**config.mk**
```make
export PLATFORM = sky130hd
export DESIGN_NAME = wd_bcd_watchdog
export DESIGN_NICKNAME = d
export VERILOG_FILES = /design/src/rtl/wd_bcd_pkg.sv /design/src/rtl/wd_bcd_datapath.sv /design/src/rtl/wd_bcd_control.sv /design/src/rtl/wd_bcd_watchdog.sv
export SDC_FILE = /design/constraint.sdc
export NUM_CORES = 1
export LEC_CHECK = 0
export BUFFER_PORTS_ARGS = -buffer_cell sky130_fd_sc_hd__buf_2
export CAP_MARGIN = 5
export CORE_MARGIN = 2
export CORE_UTILIZATION = 35
export CTS_BUF_LIST = sky130_fd_sc_hd__clkbuf_8
export DETAILED_ROUTE_END_ITERATION = 16
export PLACE_DENSITY = 0.55
export SLEW_MARGIN = 25
export SYNTH_ARGS = -nofsm -noshare
export SYNTH_HDL_FRONTEND = slang
export SYNTH_HIERARCHICAL = 1
export SYNTH_SLANG_ARGS = --single-unit
```
**constraint.sdc**
```tcl
create_clock -name clk -period 1.9 [get_ports clk]
set_clock_uncertainty 0.15 [all_clocks]
set_input_delay 0.19 -clock clk [delete_from_list [all_inputs] [get_ports clk]]
set_output_delay 0.19 -clock clk [all_outputs]
set_load 0.05 [all_outputs]
```
**src/rtl/wd_bcd_pkg.sv**
```systemverilog
package wd_bcd_pkg;
  typedef struct packed {
    logic loadSeed;
    logic reload;
    logic decrement;
    logic latchRead;
  } wdStrobe_t;
endpackage

```
**src/rtl/wd_bcd_datapath.sv**
```systemverilog
module wd_bcd_datapath
  import wd_bcd_pkg::*;
#(
  parameter int DIGITS = 4
) (
  input  logic                          clk,
  input  logic                          rstN,
  input  wdStrobe_t                     strobe,
  input  logic [$clog2(DIGITS/2)-1:0]   wrSel,
  input  logic [7:0]                    wrData,
  input  logic [$clog2(DIGITS/2)-1:0]   rdSel,
  output logic [7:0]                    rdData,
  output logic                          countIsOne,
  output logic                          countZero,
  output logic                          seedZero,
  output logic                          wrSeedZero
);
  localparam int BYTES = DIGITS / 2;
  localparam int WIDTH = DIGITS * 4;

  logic [WIDTH-1:0] seedQ, countQ, seedMerge, countDec;
  logic [DIGITS:0]  borrow;
  logic [7:0]       cntBytes [BYTES];

  assign borrow[0] = 1'b1;

  for (genvar d = 0; d < DIGITS; d++) begin : g_digit
    logic [3:0] digitCur;
    assign digitCur = countQ[d*4 +: 4];
    assign borrow[d+1] = borrow[d] && (digitCur == 4'd0);
    assign countDec[d*4 +: 4] = !borrow[d] ? digitCur :
                                (digitCur == 4'd0) ? 4'd9 : digitCur - 4'd1;
  end

  for (genvar b = 0; b < BYTES; b++) begin : g_byte
    assign seedMerge[b*8 +: 8] = (wrSel == b[$clog2(BYTES)-1:0]) ? wrData : seedQ[b*8 +: 8];
    assign cntBytes[b] = countQ[b*8 +: 8];
  end

  assign countIsOne = (countQ == WIDTH'(1));
  assign countZero  = (countQ == '0);
  assign seedZero   = (seedQ == '0);
  assign wrSeedZero = (seedMerge == '0);

  always_ff @(posedge clk or negedge rstN) begin
    if (!rstN) begin
      seedQ  <= '0;
      countQ <= '0;
      rdData <= '0;
    end else begin
      if (strobe.latchRead) rdData <= cntBytes[rdSel];
      if (strobe.loadSeed) begin
        seedQ  <= seedMerge;
        countQ <= seedMerge;
      end else if (strobe.reload) begin
        countQ <= seedQ;
      end else if (strobe.decrement) begin
        countQ <= countDec;
      end
    end
  end


  no_underflow_chk: assert property (@(posedge clk) disable iff (!rstN)
    strobe.decrement |-> !countZero);


  count_hold_chk: assert property (@(posedge clk) disable iff (!rstN)
    !(strobe.loadSeed || strobe.reload || strobe.decrement) |=> $stable(countQ));


  seed_load_chk: assert property (@(posedge clk) disable iff (!rstN)
    strobe.loadSeed |=> (countQ == seedQ));
endmodule

```
**src/rtl/wd_bcd_control.sv**
```systemverilog
module wd_bcd_control
  import wd_bcd_pkg::*;
(
  input  logic       clk,
  input  logic       rstN,
  input  logic       tickEn,
  input  logic       wrEn,
  input  logic       rdEn,
  input  logic       ctrlWrEn,
  input  logic [1:0] ctrlWrData,
  input  logic       flagWrEn,
  input  logic       flagWrData,
  input  logic       countIsOne,
  input  logic       countZero,
  input  logic       seedZero,
  input  logic       wrSeedZero,
  output wdStrobe_t  strobe,
  output logic [1:0] ctrlState,
  output logic       alarmFlag,
  output logic       resetReq
);
  logic wdEnable, wdDrive, armed, expire;

  assign strobe.loadSeed  = wrEn;
  assign strobe.reload    = rdEn && !wrEn;
  assign strobe.latchRead = rdEn;
  assign strobe.decrement = tickEn && wdEnable && armed && !wrEn && !rdEn;
  assign expire           = strobe.decrement && countIsOne;
  assign ctrlState        = {wdEnable, wdDrive};

  always_ff @(posedge clk or negedge rstN) begin
    if (!rstN) begin
      wdEnable  <= 1'b0;
      wdDrive   <= 1'b0;
      armed     <= 1'b0;
      alarmFlag <= 1'b0;
      resetReq  <= 1'b0;
    end else begin
      if (ctrlWrEn) begin
        wdEnable <= ctrlWrData[1];
        wdDrive  <= ctrlWrData[0];
      end
      if (wrEn)        armed <= !wrSeedZero;
      else if (rdEn)   armed <= !seedZero;
      else if (expire) armed <= 1'b0;
      if (expire) alarmFlag <= 1'b1;
      else if (flagWrEn && !flagWrData) alarmFlag <= 1'b0;
      resetReq <= expire && wdDrive;
    end
  end


  req_needs_flag_chk: assert property (@(posedge clk) disable iff (!rstN)
    resetReq |-> alarmFlag);


  req_single_chk: assert property (@(posedge clk) disable iff (!rstN)
    resetReq |=> !resetReq);


  flag_sticky_chk: assert property (@(posedge clk) disable iff (!rstN)
    alarmFlag && !(flagWrEn && !flagWrData) |=> alarmFlag);


  armed_nonzero_chk: assert property (@(posedge clk) disable iff (!rstN)
    armed |-> !countZero);


  no_refire_chk: assert property (@(posedge clk) disable iff (!rstN)
    $past(resetReq) && !$past(wrEn) && !$past(rdEn) |-> !resetReq);
endmodule

```
**src/rtl/wd_bcd_watchdog.sv**
```systemverilog
module wd_bcd_watchdog
  import wd_bcd_pkg::*;
#(
  parameter int DIGITS = 4
) (
  input  logic                        clk,
  input  logic                        rstN,
  input  logic                        tickEn,
  input  logic                        wrEn,
  input  logic [$clog2(DIGITS/2)-1:0] wrSel,
  input  logic [7:0]                  wrData,
  input  logic                        rdEn,
  input  logic [$clog2(DIGITS/2)-1:0] rdSel,
  output logic [7:0]                  rdData,
  input  logic                        ctrlWrEn,
  input  logic [1:0]                  ctrlWrData,
  input  logic                        flagWrEn,
  input  logic                        flagWrData,
  output logic [1:0]                  ctrlState,
  output logic                        alarmFlag,
  output logic                        resetReq
);
  wdStrobe_t strobe;
  logic countIsOne, countZero, seedZero, wrSeedZero;

  wd_bcd_control ctrl_i (
    .clk(clk), .rstN(rstN), .tickEn(tickEn), .wrEn(wrEn), .rdEn(rdEn),
    .ctrlWrEn(ctrlWrEn), .ctrlWrData(ctrlWrData),
    .flagWrEn(flagWrEn), .flagWrData(flagWrData),
    .countIsOne(countIsOne), .countZero(countZero),
    .seedZero(seedZero), .wrSeedZero(wrSeedZero),
    .strobe(strobe), .ctrlState(ctrlState),
    .alarmFlag(alarmFlag), .resetReq(resetReq)
  );

  wd_bcd_datapath #(.DIGITS(DIGITS)) dp_i (
    .clk(clk), .rstN(rstN), .strobe(strobe),
    .wrSel(wrSel), .wrData(wrData), .rdSel(rdSel), .rdData(rdData),
    .countIsOne(countIsOne), .countZero(countZero),
    .seedZero(seedZero), .wrSeedZero(wrSeedZero)
  );
endmodule

```
* After elaboration in Yosys (flattened, before gate mapping)
Index checks and enable logic that the tools add are counted.
** Word-level totals
- Output and inout port bits :: 12
- Register bits after elaboration :: 45
- Logic and storage cells :: 68
- Input port bits :: 20
** Operators by class
- Reduce and logical (&&, ||, !) cells :: 30
- $add $sub $neg :: 4
- Mux-type cells :: 20
- Equality and inequality tests :: 1
- Order comparisons :: 1
- Bitwise gates (word level) :: 1
** Operators by type and width (number)
- $mux W16 :: 3
- $mux W8 :: 5
- $logic_not A16 Y1 :: 2
- $mux W4 :: 7
- $eq A16 B1 Y1 const B :: 1
- $logic_not A4 Y1 :: 4
- $sub A4 B1 Y4 const B :: 4
- $reduce_bool A3 Y1 :: 5
- $logic_and A1 B1 Y1 :: 10
- $reduce_and A2 Y1 :: 3
- $logic_not A1 Y1 :: 5
- $mux W1 :: 5
- $ge A2 B2 Y1 const B :: 1
- $not A1 Y2 :: 1
- $reduce_bool A2 Y1 :: 1

* Longest topological paths before layout
- Word-level depth :: 8
- Gate-level depth with buffers :: 7

* Hierarchy
The synthesis kept the hierarchy.
** By module, submodules not included
- wd_bcd_datapath :: times used 1, area each 2204.6 µm², cells an instance 218
- wd_bcd_control :: times used 1, area each 249.0 µm², cells an instance 22

* Least setup slack after synthesis
No wires, ideal clock.
- Path kind :: reg2reg
- Start point :: reg ctrl_i.wdEnable
- End point :: reg dp_i.countQ[9]
- Stages on the path, launching flop included :: 7
- Buffers on the path :: 0
- Arrival time :: 1653 ps
- Clock period less this slack :: 1883 ps
- Library setup time :: 80 ps
- Path slack :: 17 ps
- Cell sequence :: dfrtp_1 nand3_1 nor3_2 nor4b_4 nand3_2 o41a_1 o211ai_2
** RTL lines
- start, declared :: RTL line wd_bcd_control.sv:22 : logic wdEnable, wdDrive, armed, expire;
- start signal, assigned :: RTL line wd_bcd_control.sv:40 : wdEnable <= ctrlWrData[1];
- end signal, assigned :: RTL line wd_bcd_datapath.sv:54 : countQ <= seedMerge;
- end signal, assigned :: RTL line wd_bcd_datapath.sv:56 : countQ <= seedQ;
- end signal, assigned :: RTL line wd_bcd_datapath.sv:58 : countQ <= countDec;
- end, declared :: RTL line wd_bcd_datapath.sv:21 : logic [WIDTH-1:0] seedQ, countQ, seedMerge, countDec;

* Final worst setup path
- Start point :: reg dp_i.countQ[11]
- End point :: reg ctrl_i.armed
** On the way
- Longest elaborated chain between the ends :: 3
** RTL lines
- $eq A16 B1 Y1 :: RTL line wd_bcd_datapath.sv:40 : assign countIsOne = (countQ == WIDTH'(1));
- via countIsOne :: RTL line wd_bcd_watchdog.sv:24 : logic countIsOne, countZero, seedZero, wrSeedZero;
- $logic_and A1 B1 Y1 :: RTL line wd_bcd_control.sv:28 : assign expire = strobe.decrement && countIsOne;
- $reduce_bool A3 Y1 (no line)
- end signal, assigned :: RTL line wd_bcd_control.sv:43 : if (wrEn) armed <= !wrSeedZero;
- end signal, assigned :: RTL line wd_bcd_control.sv:44 : else if (rdEn) armed <= !seedZero;
- end, declared :: RTL line wd_bcd_control.sv:22
The timed path passes the listed nets, and every way through them passes these cells.
A chain may end at the register's enable or synchronous reset.

==> metrics.yaml <==
cells_and_area:
  final_area_um2: 3110
  drive_above_1_share_pct: 29.8
  final_common_cell: "dfrtp_1"
  fin_util_pct: 45.7
  diodes: 0
  area_growth_pct: 27.0
  nets: 319
  finalNonFillerCells: 395
  final_cell_mix: "45 x dfrtp_1, 33 x buf_4, 31 x buf_2, 17 x a21oi_1, 16 x nor2_1"
pwr:
  power.density_nw_per_um2: 862
  p_comb_share_pct: 28.5
  p_leak_uw: 0.00130
  power.switching_uw: 890
  swShare_pct: 33.2
  ir_worst_vdd_mv: 0.369
  p_int_uw: 1790
  power_frac_seq_pct: 45.5
  power_uw: 2680
  clockPowerShare_pct: 26.0
critical_path:
  crit_buf_inv: 0
  crit_fanout: 2
  cp-start-kind: "flip-flop"
  crit_top_cell: "and3_4"
  critical_path_arrival_ns: 1.82
  end_kind: "flip-flop"
  crit_required_ns: 1.93
  path_cells: "nor4_4 -> and3_4 -> and3_4 -> nand3_2 -> a221oi_2 -> a21oi_1"
  crit_path_max_incr_delay_ns: 0.42
  critPathSlowestCell: "dfrtp_1"
  crit_family: "simple AND/OR/NAND/NOR gates"
  critPathKind: "reg2reg"
routing:
  drtPass1Iterations: 6
  routed_via_density: 5.35
  route.detailed.drc: 0
  vias: 2115
  first_iter_violations: 130
  wl_per_cell_um: 16.0
  wl_um: 6340
  ant_nets: 0
clocking:
  clkSinkCount: 45
  clockBufferDepth: 2
  tritoncts: "built"
  clk_pin_slew_ns: 0.08
  insertion_delay_ns: 0.30
  numCtsBuffers: 5
  cts_root_buf: "clkbuf_8"
  cts_max_level: 2
placement:
  place_congestion: 0.904
  place.detailed.instances: 382
  dp_hpwl_um: 4750
  portBuffers: 31
  dpl_cell_area_um2: 2890
die:
  initial_core_util_pct: 36.0
  die_y_um: 87.6
  core_area_um2: 6790
  fp.dieArea_um2: 7670
  die_width_um: 87.6
  ios: 32
  rows: 30
hold_path:
  min-delay-path-class: "in2reg"
job:
  max-cap-violations: 0
yosys:
  syn_nets: 258
  netlist_instances: 238
  yosys_warnings: 6
  syn_area_um2: 2450
  syn_avg_cell_area_um2: 10.3
timing:
  period_share_pct: 94.2
  slew_headroom_pct: 63.1
  post-route-min-period_ns: 1.79
  tightest_slew_ns: 0.554
  whs_ns: 0.0275
  max_freq_mhz: 559
  setup_viol: 0
  hold_viol: 0
  slew_violations: 0
global_routing:
  grt_max_degree: 24
  grt_pass1_wl_um: 10200
  grt_antenna_before_repair: 0
  grt.overflow.total: 0
  gr-usage-all-layers_pct: 17.5
  grt_pass1_vias: 1998
outcome:
  status: "finished, final reports clean"
## worst min-delay path, delay by kind of cell
family	cells	cell delay, ns
buffers and inverters	1	0.13
AND/OR/NAND/NOR	1	0.06
AO/OA/AOI/OAI	1	0.05
## power groups by stage
stage	Combinational, uW	Sequential [uW]	Clock [uW]
global placement	738	1220	0
detailed placement	739	1230	0
global route	832	1240	760
CTS	757	1220	722
floorplan	334	1340	0
finish	764	1220	696
## through the flow
step	TNS [ns]	worst slack, ns
CTS	0	0.00740
floorplan	0	0.0170
global placement	-0.0184	-0.0184
global route	-0.00926	-0.00926
finish	0	0.111
detailed placement	-0.00538	-0.00538
## layer usage
metal	GRT usage (%)	wire (um)	share of wire, %	vias to the layer above
met5	0	0	0	-
met1	25.1	2980	47	1021
met2	27.6	2950	47	73
met3	3.02	359	5.7	7
met4	4.34	47	0.74	0
li1	-	-	-	1014
## repair_timing
action,4_1_cts,5_1_grt
cloned,0,0
resized for setup,2,9
hold buffers,5,0
setup endpoints to repair,1,3
hold endpoints to repair,24,0
pin swaps,0,4
setup buffers,0,1
## final timing paths
kind	from	end	slack, ns	cells past startpoint
worst min register to register	ctrl_i/alarmFlag	ctrl_i/alarmFlag	0.35	1
worst max register to register	dp_i/countQ[11]	ctrl_i/armed	0.11	6
worst max-delay path	dp_i/countQ[11]	ctrl_i/armed	0.11	6
min in group asynchronous	rstN	dp_i/seedQ[11]	0.26	2
max in group asynchronous	rstN	dp_i/countQ[7]	0.83	3
worst min-delay path	wrData[4]	dp_i/seedQ[12]	0.03	3
## final cells by class
| type | instances | area [um2] |
|---|---|---|
| clock buffer | 5 | 68.8 |
| clock inverter | 2 | 35.0 |
| fill | 656 | 3690 |
| inverter | 4 | 15.0 |
| multi-input combinational | 173 | 1270 |
| sequential | 45 | 1130 |
| tap | 96 | 120 |
| timing repair buffer | 70 | 473 |
## state kept, by name, indices dropped and copies added (netlist names)
register and cells:
dp_i/countQ 16, ctrl_i/wdEnable 1, ctrl_i/armed 1, dp_i/seedQ 16
dp_i/rdData 8, ctrl_i/resetReq 1, ctrl_i/wdDrive 1, ctrl_i/alarmFlag 1
(Power assumes the default switching activity.)
